==> src/rtl/emg_pkg.sv <==
package emg_pkg;
  localparam int WORD_W    = 16;
  localparam int TS_W      = 40;
  localparam int FRAC_W    = 8;
  localparam int IDX_W     = 4;
  localparam int MAX_SRC   = 1 << IDX_W;
  localparam int PKT_WORDS = 6;
  localparam int BEAT_W    = $clog2(PKT_WORDS);

  typedef struct packed {
    logic              vld;
    logic [IDX_W-1:0]  idx;
    logic [TS_W-1:0]   ts;
  } cand_t;

  // a beats b: valid, earlier key, or equal key with lower index
  function automatic logic a_wins(cand_t a, cand_t b);
    if (!a.vld) return 1'b0;
    if (!b.vld) return 1'b1;
    if (a.ts != b.ts) return a.ts < b.ts;
    return a.idx <= b.idx;
  endfunction
endpackage

==> src/rtl/emg_key_extract.sv <==
module emg_key_extract
  import emg_pkg::*;
#(
  parameter int N_SRC = 8,
  parameter int LVL_W = 8
) (
  input  logic [N_SRC*LVL_W-1:0]  fifo_lvl_i,
  input  logic [N_SRC*WORD_W-1:0] fifo_w3_i,
  input  logic [N_SRC*WORD_W-1:0] fifo_w4_i,
  input  logic [N_SRC*WORD_W-1:0] fifo_w5_i,
  output cand_t                   cand_o [N_SRC]
);
  localparam logic [LVL_W-1:0] MIN_LVL = LVL_W'(PKT_WORDS);

  for (genvar j = 0; j < N_SRC; j++) begin : g_src
    logic [LVL_W-1:0]  lvl;
    logic [WORD_W-1:0] w3, w4, w5;
    assign lvl = fifo_lvl_i[j*LVL_W +: LVL_W];
    assign w3  = fifo_w3_i[j*WORD_W +: WORD_W];
    assign w4  = fifo_w4_i[j*WORD_W +: WORD_W];
    assign w5  = fifo_w5_i[j*WORD_W +: WORD_W];
    always_comb begin
      cand_o[j].vld = lvl >= MIN_LVL;
      cand_o[j].idx = IDX_W'(j);
      cand_o[j].ts  = {w3, w4, w5[FRAC_W-1:0]};
    end
  end
endmodule

==> src/rtl/emg_cmp_node.sv <==
module emg_cmp_node
  import emg_pkg::*;
(
  input  cand_t a_i,
  input  cand_t b_i,
  output cand_t y_o
);
  assign y_o = a_wins(a_i, b_i) ? a_i : b_i;
endmodule

==> src/rtl/emg_cmp_tree.sv <==
module emg_cmp_tree
  import emg_pkg::*;
#(
  parameter int N_SRC = 8
) (
  input  cand_t cand_i [N_SRC],
  output cand_t win_o
);
  localparam int LEAVES = 1 << $clog2(N_SRC);
  localparam int NODES  = 2 * LEAVES - 1;

  cand_t node [NODES];

  // leaves; padding slots never valid
  for (genvar j = 0; j < LEAVES; j++) begin : g_leaf
    if (j < N_SRC) begin : g_real
      assign node[LEAVES-1+j] = cand_i[j];
    end else begin : g_pad
      assign node[LEAVES-1+j] = '{vld: 1'b0, idx: IDX_W'(j), ts: '0};
    end
  end

  for (genvar i = 0; i < LEAVES - 1; i++) begin : g_node
    emg_cmp_node u_node (
      .a_i (node[2*i+1]),
      .b_i (node[2*i+2]),
      .y_o (node[i])
    );
  end

  assign win_o = node[0];
endmodule

==> src/rtl/emg_pkt_seq.sv <==
module emg_pkt_seq
  import emg_pkg::*;
#(
  parameter int N_SRC = 8
) (
  input  logic                    clk_i,
  input  logic                    rst_ni,
  input  cand_t                   win_i,
  input  logic [N_SRC*WORD_W-1:0] fifo_head_i,
  output logic [N_SRC-1:0]        fifo_pop_o,
  output logic                    out_valid_o,
  input  logic                    out_ready_i,
  output logic [WORD_W-1:0]       out_data_o,
  output logic                    out_last_o,
  output logic [IDX_W-1:0]        out_src_o
);
  localparam logic [BEAT_W-1:0] LAST_BEAT = BEAT_W'(PKT_WORDS - 1);

  typedef enum logic {ST_PICK, ST_SEND} st_e;

  st_e               st_q;
  logic [IDX_W-1:0]  sel_q;
  logic [BEAT_W-1:0] beat_q;
  logic              fire, at_last;

  assign fire    = (st_q == ST_SEND) && out_ready_i;
  assign at_last = beat_q == LAST_BEAT;

  always_ff @(posedge clk_i or negedge rst_ni) begin
    if (!rst_ni) begin
      st_q   <= ST_PICK;
      sel_q  <= '0;
      beat_q <= '0;
    end else begin
      case (st_q)
        ST_PICK: if (win_i.vld) begin
          sel_q  <= win_i.idx;
          beat_q <= '0;
          st_q   <= ST_SEND;
        end
        ST_SEND: if (fire) begin
          if (at_last) st_q <= ST_PICK;
          else         beat_q <= beat_q + 1'b1;
        end
        default: st_q <= ST_PICK;
      endcase
    end
  end

  logic [WORD_W-1:0] head [N_SRC];
  for (genvar j = 0; j < N_SRC; j++) begin : g_head
    assign head[j]       = fifo_head_i[j*WORD_W +: WORD_W];
    assign fifo_pop_o[j] = fire && (sel_q == IDX_W'(j));
  end

  always_comb begin
    out_data_o = '0;
    for (int j = 0; j < N_SRC; j++) begin
      if (sel_q == IDX_W'(j)) out_data_o = head[j];
    end
  end

  assign out_valid_o = st_q == ST_SEND;
  assign out_last_o  = (st_q == ST_SEND) && at_last;
  assign out_src_o   = sel_q;
endmodule

==> src/rtl/emg_merge.sv <==
module emg_merge
  import emg_pkg::*;
#(
  parameter int N_SRC = 8,
  parameter int LVL_W = 8
) (
  input  logic                    clk_i,
  input  logic                    rst_ni,
  input  logic [N_SRC*LVL_W-1:0]  fifo_lvl_i,
  input  logic [N_SRC*WORD_W-1:0] fifo_head_i,
  input  logic [N_SRC*WORD_W-1:0] fifo_w3_i,
  input  logic [N_SRC*WORD_W-1:0] fifo_w4_i,
  input  logic [N_SRC*WORD_W-1:0] fifo_w5_i,
  output logic [N_SRC-1:0]        fifo_pop_o,
  output logic                    out_valid_o,
  input  logic                    out_ready_i,
  output logic [WORD_W-1:0]       out_data_o,
  output logic                    out_last_o,
  output logic [IDX_W-1:0]        out_src_o
);
  cand_t cand [N_SRC];
  cand_t win;

  emg_key_extract #(.N_SRC(N_SRC), .LVL_W(LVL_W)) u_key (
    .fifo_lvl_i (fifo_lvl_i),
    .fifo_w3_i  (fifo_w3_i),
    .fifo_w4_i  (fifo_w4_i),
    .fifo_w5_i  (fifo_w5_i),
    .cand_o     (cand)
  );

  emg_cmp_tree #(.N_SRC(N_SRC)) u_tree (
    .cand_i (cand),
    .win_o  (win)
  );

  emg_pkt_seq #(.N_SRC(N_SRC)) u_seq (
    .clk_i       (clk_i),
    .rst_ni      (rst_ni),
    .win_i       (win),
    .fifo_head_i (fifo_head_i),
    .fifo_pop_o  (fifo_pop_o),
    .out_valid_o (out_valid_o),
    .out_ready_i (out_ready_i),
    .out_data_o  (out_data_o),
    .out_last_o  (out_last_o),
    .out_src_o   (out_src_o)
  );
endmodule

==> config.mk <==
export PLATFORM = sky130hd
export DESIGN_NAME = emg_merge
export DESIGN_NICKNAME = d
export VERILOG_FILES = /design/src/rtl/emg_pkg.sv /design/src/rtl/emg_key_extract.sv /design/src/rtl/emg_cmp_node.sv /design/src/rtl/emg_cmp_tree.sv /design/src/rtl/emg_pkt_seq.sv /design/src/rtl/emg_merge.sv
export SDC_FILE = /design/constraint.sdc
export NUM_CORES = 1
export LEC_CHECK = 0
export ABC_CLOCK_PERIOD_IN_PS = 4400
export BUFFER_PORTS_ARGS = -buffer_cell sky130_fd_sc_hd__buf_2
export CORE_AREA = 2 2 237 239
export CTS_CLUSTER_SIZE = 20
export DETAILED_ROUTE_END_ITERATION = 6
export DIE_AREA = 0 0 239 241
export GPL_TIMING_DRIVEN = 0
export PLACE_DENSITY_LB_ADDON = 0.15
export SKIP_LAST_GASP = 1
export SYNTH_ARGS = -nofsm -noshare
export SYNTH_HDL_FRONTEND = slang
export SYNTH_SLANG_ARGS = --single-unit
==> constraint.sdc <==
create_clock -name clk_i -period 4.4 [get_ports clk_i]
set_clock_uncertainty 0.1 [all_clocks]
set_input_delay 0.88 -clock clk_i [delete_from_list [all_inputs] [get_ports clk_i]]
set_output_delay 0.88 -clock clk_i [all_outputs]
set_load 0.1 [all_outputs]
== Yosys cells after proc, flatten, opt, wreduce, memory -nomap -nowiden ==
Cells that the tools add are included.
Cells by class
  add/subtract/negate cells: 1
  multipliers: 0
  multiplexer cells: 100
  bitwise operators: 1
  div/mod/pow operators: 0
  shift operators: 0
  reduce and logical (&&, ||, !) cells: 13
  equality and inequality tests: 18
  magnitude comparators: 18
Operators with widths (count)
  2-to-1 mux 45 bit: 7
  < comparator 40 bit: 7
  inequality test 40 bit: 7
  2-to-1 mux 16 bit: 8
  2-to-1 mux 1 bit: 80
  >= comparator 8 x 3 -> 1 bit (second input constant): 8
  equality test 4 x 3 -> 1 bit (second input constant): 4
  less-or-equal comparator 4 bit: 3
  logical AND 1 bit: 10
  2-to-1 mux 3 bit: 3
  equality test 4 x 2 -> 1 bit (second input constant): 2
  one-hot mux 3 bit (2 select lines): 1
  equality test 4 x 1 -> 1 bit (second input constant): 1
  zero test 4 bit: 1
  inequality test 2 bit (second input constant): 2
  adder 3 x 1 -> 3 bit (second input constant): 1
  equality test 3 bit (second input constant): 1
  AND reduction 3 bit: 1
  inequality test 2 x 1 -> 1 bit (second input constant): 1
  one-hot mux 1 bit (2 select lines): 1
  AND reduction 2 bit: 1
  inverter 1 bit: 1
Word-level totals
  memories kept: 0
  bits in writable memories: 0
  latch bits: 0
  bits in registers: 8
  memory bits (read-only): 0
  output and inout port bits: 30
  word-level logic and storage cells: 154
  bits of input ports: 579

== Depth between registers and ports, before layout ==
Gate-level depths: netlist of the first run.
  word-level depth: 27
  depth in mapped cells: 30
  mapped depth without buffers: 27

== By module ==
From an unflattened synthesis of the first run, not the netlist that was laid out.
Second synthesis, totals
  cell total of the unflattened synthesis: 3239
  area total of the unflattened synthesis: 21206.6 µm²
By module, submodules not included
  emg_cmp_node: seq. area each 0.0 µm², cells an instance 365, area each 2349.8 µm², times used 7
  emg_key_extract: seq. area each 0.0 µm², cells an instance 378, area each 2820.2 µm², times used 1
  emg_pkt_seq: seq. area each 200.2 µm², cells an instance 306, area each 1938.1 µm², times used 1

== Least setup slack after synthesis of the first run ==
Ideal clock, no wire load.
  kind: in2reg
  from: in fifo_w4_i[125]
  to: reg u_seq.sel_q[0] (netlist: u_seq.out_src_o[0])
  data arrival time: 6685 ps
  setup slack: -2472 ps
  buffers on the path: 2
  data required time: 4213 ps
  cell stages on the path: 26
  cell sequence: inv_1 ha_1 a21o_1 a21o_1 a221o_1 a211o_1 o211ai_2 nand2_2 buf_8 mux2i_2 ha_1 a21o_1 a221o_1 a2111o_1 a211o_1 a21oi_4 buf_6 mux2_2 ha_1 nand4_1 nor4_1 o311ai_0 a31oi_1 nor2_1 or2_2 o211ai_1
On the way
  word-level cells in the longest chain between the ends: 25
  elaborated cells on any way between the ends: 39
  classes of those cells: 5 x order compare; 3 x eq/ne; 30 x mux; 1 x reduce/logical
Ends and longest elaborated chain
  start: declaration: line emg_merge.sv:12  | input logic [N_SRC*WORD_W-1:0] fifo_w4_i,
  parallel branches: the longest is 7 deep, another holds < comparator 40 bit
  2-to-1 mux 45 bit (*): line emg_cmp_node.sv:8  | assign y_o = a_wins(a_i, b_i) ? a_i : b_i;
  parallel branches: the longest is 7 deep, another holds < comparator 40 bit
  2-to-1 mux 45 bit (*): line emg_cmp_node.sv:8
  parallel branches: the longest is 7 deep, another holds < comparator 40 bit
  2-to-1 mux 45 bit (*): line emg_cmp_node.sv:8
  AND reduction 2 bit (no source line)
  end signal: assignment: line emg_pkt_seq.sv:37  | sel_q <= win_i.idx;
  end: declaration: line emg_pkt_seq.sv:22  | logic [IDX_W-1:0] sel_q;
Every way passes the cells marked *. The select of a mux whose other input is x is not followed.
A chain may end at the register's enable or synchronous reset.

== Worst setup path after layout of the first run ==
  from: in fifo_w3_i[78]
  to: reg u_seq.sel_q[0] (netlist: u_seq.out_src_o[0])
On the way
  word-level cells in the longest chain between the ends: 25
  elaborated cells on any way between the ends: 36
  classes of those cells: 5 x order compare; 3 x eq/ne; 27 x mux; 1 x reduce/logical
Ends and longest elaborated chain
  start: declaration: line emg_merge.sv:11  | input logic [N_SRC*WORD_W-1:0] fifo_w3_i,
  parallel branches: the longest is 7 deep, another holds < comparator 40 bit
  2-to-1 mux 45 bit (*): line emg_cmp_node.sv:8
  parallel branches: the longest is 7 deep, another holds < comparator 40 bit
  2-to-1 mux 45 bit (*): line emg_cmp_node.sv:8
  parallel branches: the longest is 7 deep, another holds < comparator 40 bit
  2-to-1 mux 45 bit (*): line emg_cmp_node.sv:8
  AND reduction 2 bit (no source line)
Marked as above.

==> results of run 1 <==
-- timing repair --
action / in CTS / in global routing
setup buffers: 32 / 16
cloned: 0 / 1
setup endpoints to repair: 3 / 4
pin swaps: 38 / 59
gates resized for setup: 105 / 164
-- power by group --
part | internal (mW) | switching, mW | total, mW
Clock | 0.121 | 0.0346 | 0.155
Sequential | 0.0931 | 0.0311 | 0.124
Combinational | 2.06 | 3.62 | 5.69
-- routing by layer --
layer	GRT usage, %	routed length, µm
met5	0	138
met4	2.69	784
met3	2.92	3150
met2	37.3	30000
met1	21.2	22700
-- cells by family after synthesis --
group	count (synthesis)	share of synthesized area, %
and+or+nand+nor	286	12.9
adders and majority gates	282	31.0
AOI/OAI and AO/OA	325	18.5
other	1	0.0329
muxes	267	25.1
buffers and inverters	295	11.0
DFF	7	1.54
-- final cells by class --
type / count / share of cell area [%]
antenna: 7 / 0.0999
buffer: 43 / 2.66
clock buffer: 4 / 0.450
inverter: 252 / 5.57
multi-input combinational: 1161 / 66.5
sequential: 7 / 0.999
tap: 704 / 5.03
timing repair buffer: 584 / 18.7
-- path summary, 6_finish.rpt --
check / from / to / slack [ns] / cells past startpoint
max: fifo_w3_i[78] / u_seq.out_src_o[0] / -3.19 / 37
min: rst_ni / u_seq.beat_q[0] / 0.38 / 1
max reg2reg: u_seq.out_src_o[1] / u_seq.out_src_o[1] / 1.78 / 5
min reg2reg: u_seq.beat_q[1] / u_seq.beat_q[1] / 0.44 / 2
max in group asynchronous: rst_ni / u_seq.out_valid_o / 3.66 / 1
min in group clk_i: u_seq.beat_q[1] / u_seq.beat_q[1] / 0.44 / 2
-- critical path: cells and delay by family --
kind	cells	cell delay [ns]
buffers and inverters	13	1.92
AO/OA/AOI/OAI	11	2.14
multiplexers	2	0.57
adder cells (fa/ha/maj)	3	0.83
AND/OR/NAND/NOR	8	1.25
-- metrics by stage --
stage / setup slack (ns) / utilization (%) / hold WS, ns / instance area (µm²) / cells
finish: -3.19 / 31.9 / 0.378 / 17500 / 2762
detailed placement: -5.26 / 28.5 / 0.439 / 15600 / 2702
global placement: -5.24 / 28.5 / 0.418 / 15600 / 2702
CTS: -3.34 / 30.1 / 0.383 / 16500 / 2738
global route: -3.51 / 31.9 / 0.383 / 17500 / 2757
floorplan: -2.05 / - / 0.392 / 12100 / 1463
-- sequential cells by signal, summed over array words and instances (netlist names) --
| name | flops |
|---|---|
| u_seq.out_valid_o | 1 |
| u_seq.out_src_o | 3 |
| u_seq.beat_q | 3 |
-- cells in the final DEF (no fill, tap or decap), drive strengths merged, types with 14 or more instances in the layout --
cell / instances
ha: 282
clkbuf: 17
nand3: 31
mux2i: 219
buf: 614
nor2: 47
nor4: 21
a21o: 28
nand4: 51
nor2b: 14
inv: 251
nand2: 83
o21ai: 47
a21oi: 129
mux2: 47
a221oi: 23
==> out/metrics.yaml, run 1 <==
clocking:
  clkSlewWorstSetupHoldPaths_ns: 0.04
  tritoncts: "built"
  clk_latency_ns: 0.23
  root_buffer: "clkbuf_16"
  cts_buffer_depth: 2
  cts_hold_buf: 0
  htree_levels: 1
  numCtsBuffers: 3
  clock_sink_count: 7
route:
  drtAntennaViolNets: 0
  drt_first_pass_iters: 4
  dr_total_vias: 13100
  wl_mm: 56.7
  vias_per_cell: 4.73
  avgRoutedWirePerCell_um: 20.5
  drc: 0
  initialDrtViolationCount: 334
final_layout:
  multi_input_area_mm2: 0.0117
  drive_gt1_share_pct: 42.2
  n_fill_cell: 5839
  regArea_um2: 175
  nets: 2913
  syn2layout_area_growth_pct: 53.8
synthesis:
  ys_seq_elements: 7
  synthTopCellsByArea: "ha_1 (31%), mux2i_1 (18%), inv_1 (8.3%)"
  synth.distinct_cells: 66
  yosysTopAreaCell: "ha_1"
  ys_seq_area_share_pct: 1.54
  ys_warn_count: 0
  yosysMostFrequentCell: "ha_1"
  synth-async-reset-ratio_pct: 100
  synth.net_count: 2324
  synth_top_area_share_pct: 31.0
  synth.avg_cell_area_um2: 7.79
  netlist_instances: 1463
  synth_top_cells_by_count: "ha_1 (282), inv_1 (251), mux2i_1 (208), a21oi_1 (128), nand2_1 (82)"
  synthFlopType: "dfrtp_1"
  synth_edf_count: 0
  netlist_area_mm2: 0.0114
hold_path:
  hp-class: "in2async"
placed_design:
  dpl.hpwl_mm: 51.7
  numPortBuffers: 535
  gp_congestion: 0.843
sta:
  setup_ws_ns: -3.19
  post-route-period-util_pct: 172
  clock.fmax_ghz: 0.132
  timing.slew.headroom_pct: 13.9
  period_minus_slack_ns: 7.59
  final_hold_viol_count: 0
  rsz0062_at_grt: "true"
  drv_slew: 0
  final-setup-viol-count: 3
  fin_setup_tns_ns: -9.50
  worst_pin_slew_ns: 1.28
global_routing:
  grt.total_usage_pct: 18.8
  grt_max_degree: 11
  grt_remaining_overflow: 0
  grt_pass1_vias: 13400
  grt_pass1_wl_mm: 80.8
  antenna_found_initial: 22
worst_setup_path:
  cp_max_fo: 7
  critPathMaxStageDelay_ns: 0.32
  crit_path_end_kind: "register"
  arrival_ns: 7.64
  worstSetupPathType: "in2reg"
  worst_setup_path_start_kind: "input port"
  slowest_stage: "a221o_1"
  path_common_cell: "buf_6"
  required_ns: 4.45
die:
  die_area_mm2: 0.0576
  rows: 86
  core-area_mm2: 0.0549
  die_y_um: 241
  initial_core_util_pct: 20.8
  die_w_um: 239
  ioPinCount: 609
status:
  violations: "setup timing"
  status: "finished with violations"
power:
  cellLeakagePower_nw: 9.09
  peakVddDrop_mv: 0.435
  power_density_mw_per_mm2: 340
  power_mw: 5.97
run:
  drv_cap: 0
(Power assumes the default switching activity.)
==> inputs of run 2 (changes only) <==
--- a/config.mk
+++ b/config.mk
@@ -7,10 +7,10 @@
 export LEC_CHECK = 0
 export ABC_CLOCK_PERIOD_IN_PS = 4400
 export BUFFER_PORTS_ARGS = -buffer_cell sky130_fd_sc_hd__buf_2
-export CORE_AREA = 2 2 237 239
+export CORE_AREA = 2 2 234 236
 export CTS_CLUSTER_SIZE = 20
 export DETAILED_ROUTE_END_ITERATION = 6
-export DIE_AREA = 0 0 239 241
+export DIE_AREA = 0 0 236 238
 export GPL_TIMING_DRIVEN = 0
 export PLACE_DENSITY_LB_ADDON = 0.15
 export SKIP_LAST_GASP = 1
==> run 2 against run 1 <==
- the flow still finishes with violations (setup timing)
- critical path depth down 1
- count of clock-buffer cells in the layout unchanged
- sequential power about the same
- worst hold slack better by 0.0050 ns
- maximum frequency up 0.52%
- critical endpoint unchanged
- clock power about the same
- final cell count up 0.43%
- sequential share of layout area about the same
- sequential cell count unchanged
==> out/metrics.yaml, run 2 (synthesis results as in run 1) <==
status:
  status: "finished with violations"  # unchanged
  violations: "setup timing"  # unchanged
final_layout:
  final_common_cell: "buf_2"  # unchanged
  syn2layout_area_growth_pct: 54.9  # was 53.8%
  final_cell_mix: "buf_2 (523), ha_1 (241), inv_1 (231)"  # was buf_2 (518), ha_1 (249), inv_1 (237)
  n_fill_cell: 5716  # was 5839
  drive_gt1_share_pct: 42.9  # was 42.2%
  stdcell_count: 2774  # was 2762
  nets: 2930  # was 2913
placed_design:
  dpl.hpwl_mm: 53.0  # was 51.7 mm
  numPortBuffers: 535  # unchanged
  dp_cells: 2695  # was 2702
  preCtsSetupSlack_ns: -4.87  # was -5.26 ns
  gp_congestion: 0.887  # was 0.843
power:
  power_density_mw_per_mm2: 345  # was 340 mW/mm²
  power_mw: 6.09  # was 5.97 mW
  cellLeakagePower_nw: 9.16  # was 9.09 nW
  peakVddDrop_mv: 0.561  # was 0.435 mV
worst_setup_path:
  cp_top_family: "compound AO/OA/AOI/OAI gates"  # unchanged
  arrival_ns: 7.54  # was 7.64 ns
  required_ns: 4.39  # was 4.45 ns
  cp_max_fo: 7  # unchanged
  worstSetupPathType: "in2reg"  # unchanged
  worst_setup_path_start_kind: "input port"  # unchanged
  critPathBufInv: 11  # was 13
  reg2regPathDepth: 5  # unchanged
  slowest_stage: "a222oi_1"  # was a221o_1
  reg2reg_to: "u_seq.out_src_o[0]"  # was u_seq.out_src_o[1]
  reg2reg_slack_ns: 1.93  # was 1.78 ns
  timing.rr.start: "u_seq.out_src_o[0]"  # was u_seq.out_src_o[1]
  crit_path_end_kind: "register"  # unchanged
  critPathMaxStageDelay_ns: 0.49  # was 0.32 ns
  critPathLaunch: "fifo_w3_i[15]"  # was fifo_w3_i[78]
die:
  ioPinCount: 609  # unchanged
  die_w_um: 236  # was 239 µm
  core-area_mm2: 0.0535  # was 0.0549 mm²
  initial_core_util_pct: 21.3  # was 20.8%
  die_y_um: 238  # was 241 µm
  rows: 85  # was 86
  die_area_mm2: 0.0562  # was 0.0576 mm²
global_routing:
  grt_max_degree: 11  # unchanged
  grt.total_usage_pct: 19.7  # was 18.8%
  antenna_found_initial: 27  # was 22
  grt_remaining_overflow: 0  # unchanged
  grt_pass1_vias: 13800  # was 13400
  grt_pass1_wl_mm: 83.2  # was 80.8 mm
sta:
  final-setup-viol-count: 3  # unchanged
  drv_slew: 0  # unchanged
  final_hold_viol_count: 0  # unchanged
  worst_pin_slew_ns: 1.36  # was 1.28 ns
  whs_ns: 0.383  # was 0.378 ns
  period_minus_slack_ns: 7.55  # was 7.59 ns
  setup_ws_ns: -3.15  # was -3.19 ns
  clock.fmax_ghz: 0.132  # about the same
  post-route-period-util_pct: 172  # about the same
  timing.slew.headroom_pct: 8.48  # was 13.9%
  rsz0062_at_grt: "true"  # unchanged
clocking:
  numCtsBuffers: 3  # unchanged
  root_buffer: "clkbuf_16"  # unchanged
  htree_levels: 1  # unchanged
  clock_sink_count: 7  # unchanged
  cts_hold_buf: 0  # unchanged
  clkSlewWorstSetupHoldPaths_ns: 0.04  # about the same
  tritoncts: "built"  # unchanged
  cts_buffer_depth: 2  # unchanged
  clk_latency_ns: 0.23  # about the same
route:
  drtAntennaViolNets: 0  # unchanged
  initialDrtViolationCount: 419  # was 334
  dr_total_vias: 13200  # was 13100
  wl_mm: 58.6  # was 56.7 mm
  avgRoutedWirePerCell_um: 21.1  # was 20.5 µm
  vias_per_cell: 4.76  # was 4.73
  drt_first_pass_iters: 5  # was 4
  drc: 0  # unchanged
hold_path:
  hp-class: "in2async"  # unchanged
run:
  drv_cap: 0  # unchanged
## run 2: changes by cell type in the layout (fill, tap and decap cells not counted), moves of 3 or more
cell       change
mux2_4         +3
ha_1           -8
ha_4           +8
buf_6          -5
buf_2          +5
inv_1          -6
buf_4         +17
inv_2          +8
clkbuf_16      +4
diode_2        +3
mux2_2         -3
buf_8          -4
## run 2: cell type report
class                      instances  area (µm²)  area share (%)
multi-input combinational       1161       11700            66.0
clock buffer                       4        78.8           0.446
sequential                         7         175           0.992
timing repair buffer             601        3430            19.4
inverter                         252         971            5.50
tap                              696         871            4.93
antenna                           10        25.0           0.142
buffer                            43         449            2.54
## run 2: worst max-delay path by stage
| stage | to | cells past startpoint |
|---|---|---|
| floorplan | u_seq.out_src_o[0] | 27 |
| global placement | u_seq.out_src_o[0] | 29 |
| detailed placement | u_seq.out_src_o[0] | 29 |
| CTS | u_seq.out_src_o[0] | 33 |
| global route | u_seq.out_src_o[1] | 36 |
| finish | u_seq.out_src_o[0] | 36 |
## run 2: through the flow
| stage | setup TNS, ns | util [%] | cell area (µm²) |
|---|---|---|---|
| after global placement | -14.04 | 29.2 | 15600 |
| after global routing | -10.10 | 33.0 | 17600 |
| after detailed placement | -13.95 | 29.2 | 15600 |
| final | -9.40 | 33.0 | 17700 |
| after CTS | -9.43 | 30.7 | 16400 |
| after floorplan | -6.00 | - | 12100 |
## run 2: layer usage
layer	global-route usage (%)	vias to the layer above	wire length [µm]
li1	-	6611	-
met5	0	-	76
met4	3.26	10	1080
met2	40.3	419	31600
met3	3.26	62	2990
met1	21.2	6116	22900
## run 2: timing repair
action / CTS / global route
gates cloned: 0 / 5
endpoints found under the hold margin: 0 / 0
pin swaps: 32 / 52
setup endpoints to repair: 3 / 3
gates resized for setup: 93 / 155
buffers inserted: 30 / 31
## run 2: where the power goes
group	switching (mW)	internal [mW]	total, mW
combinational	3.68	2.13	5.81
sequential	0.0330	0.0931	0.126
clock	0.0343	0.121	0.155
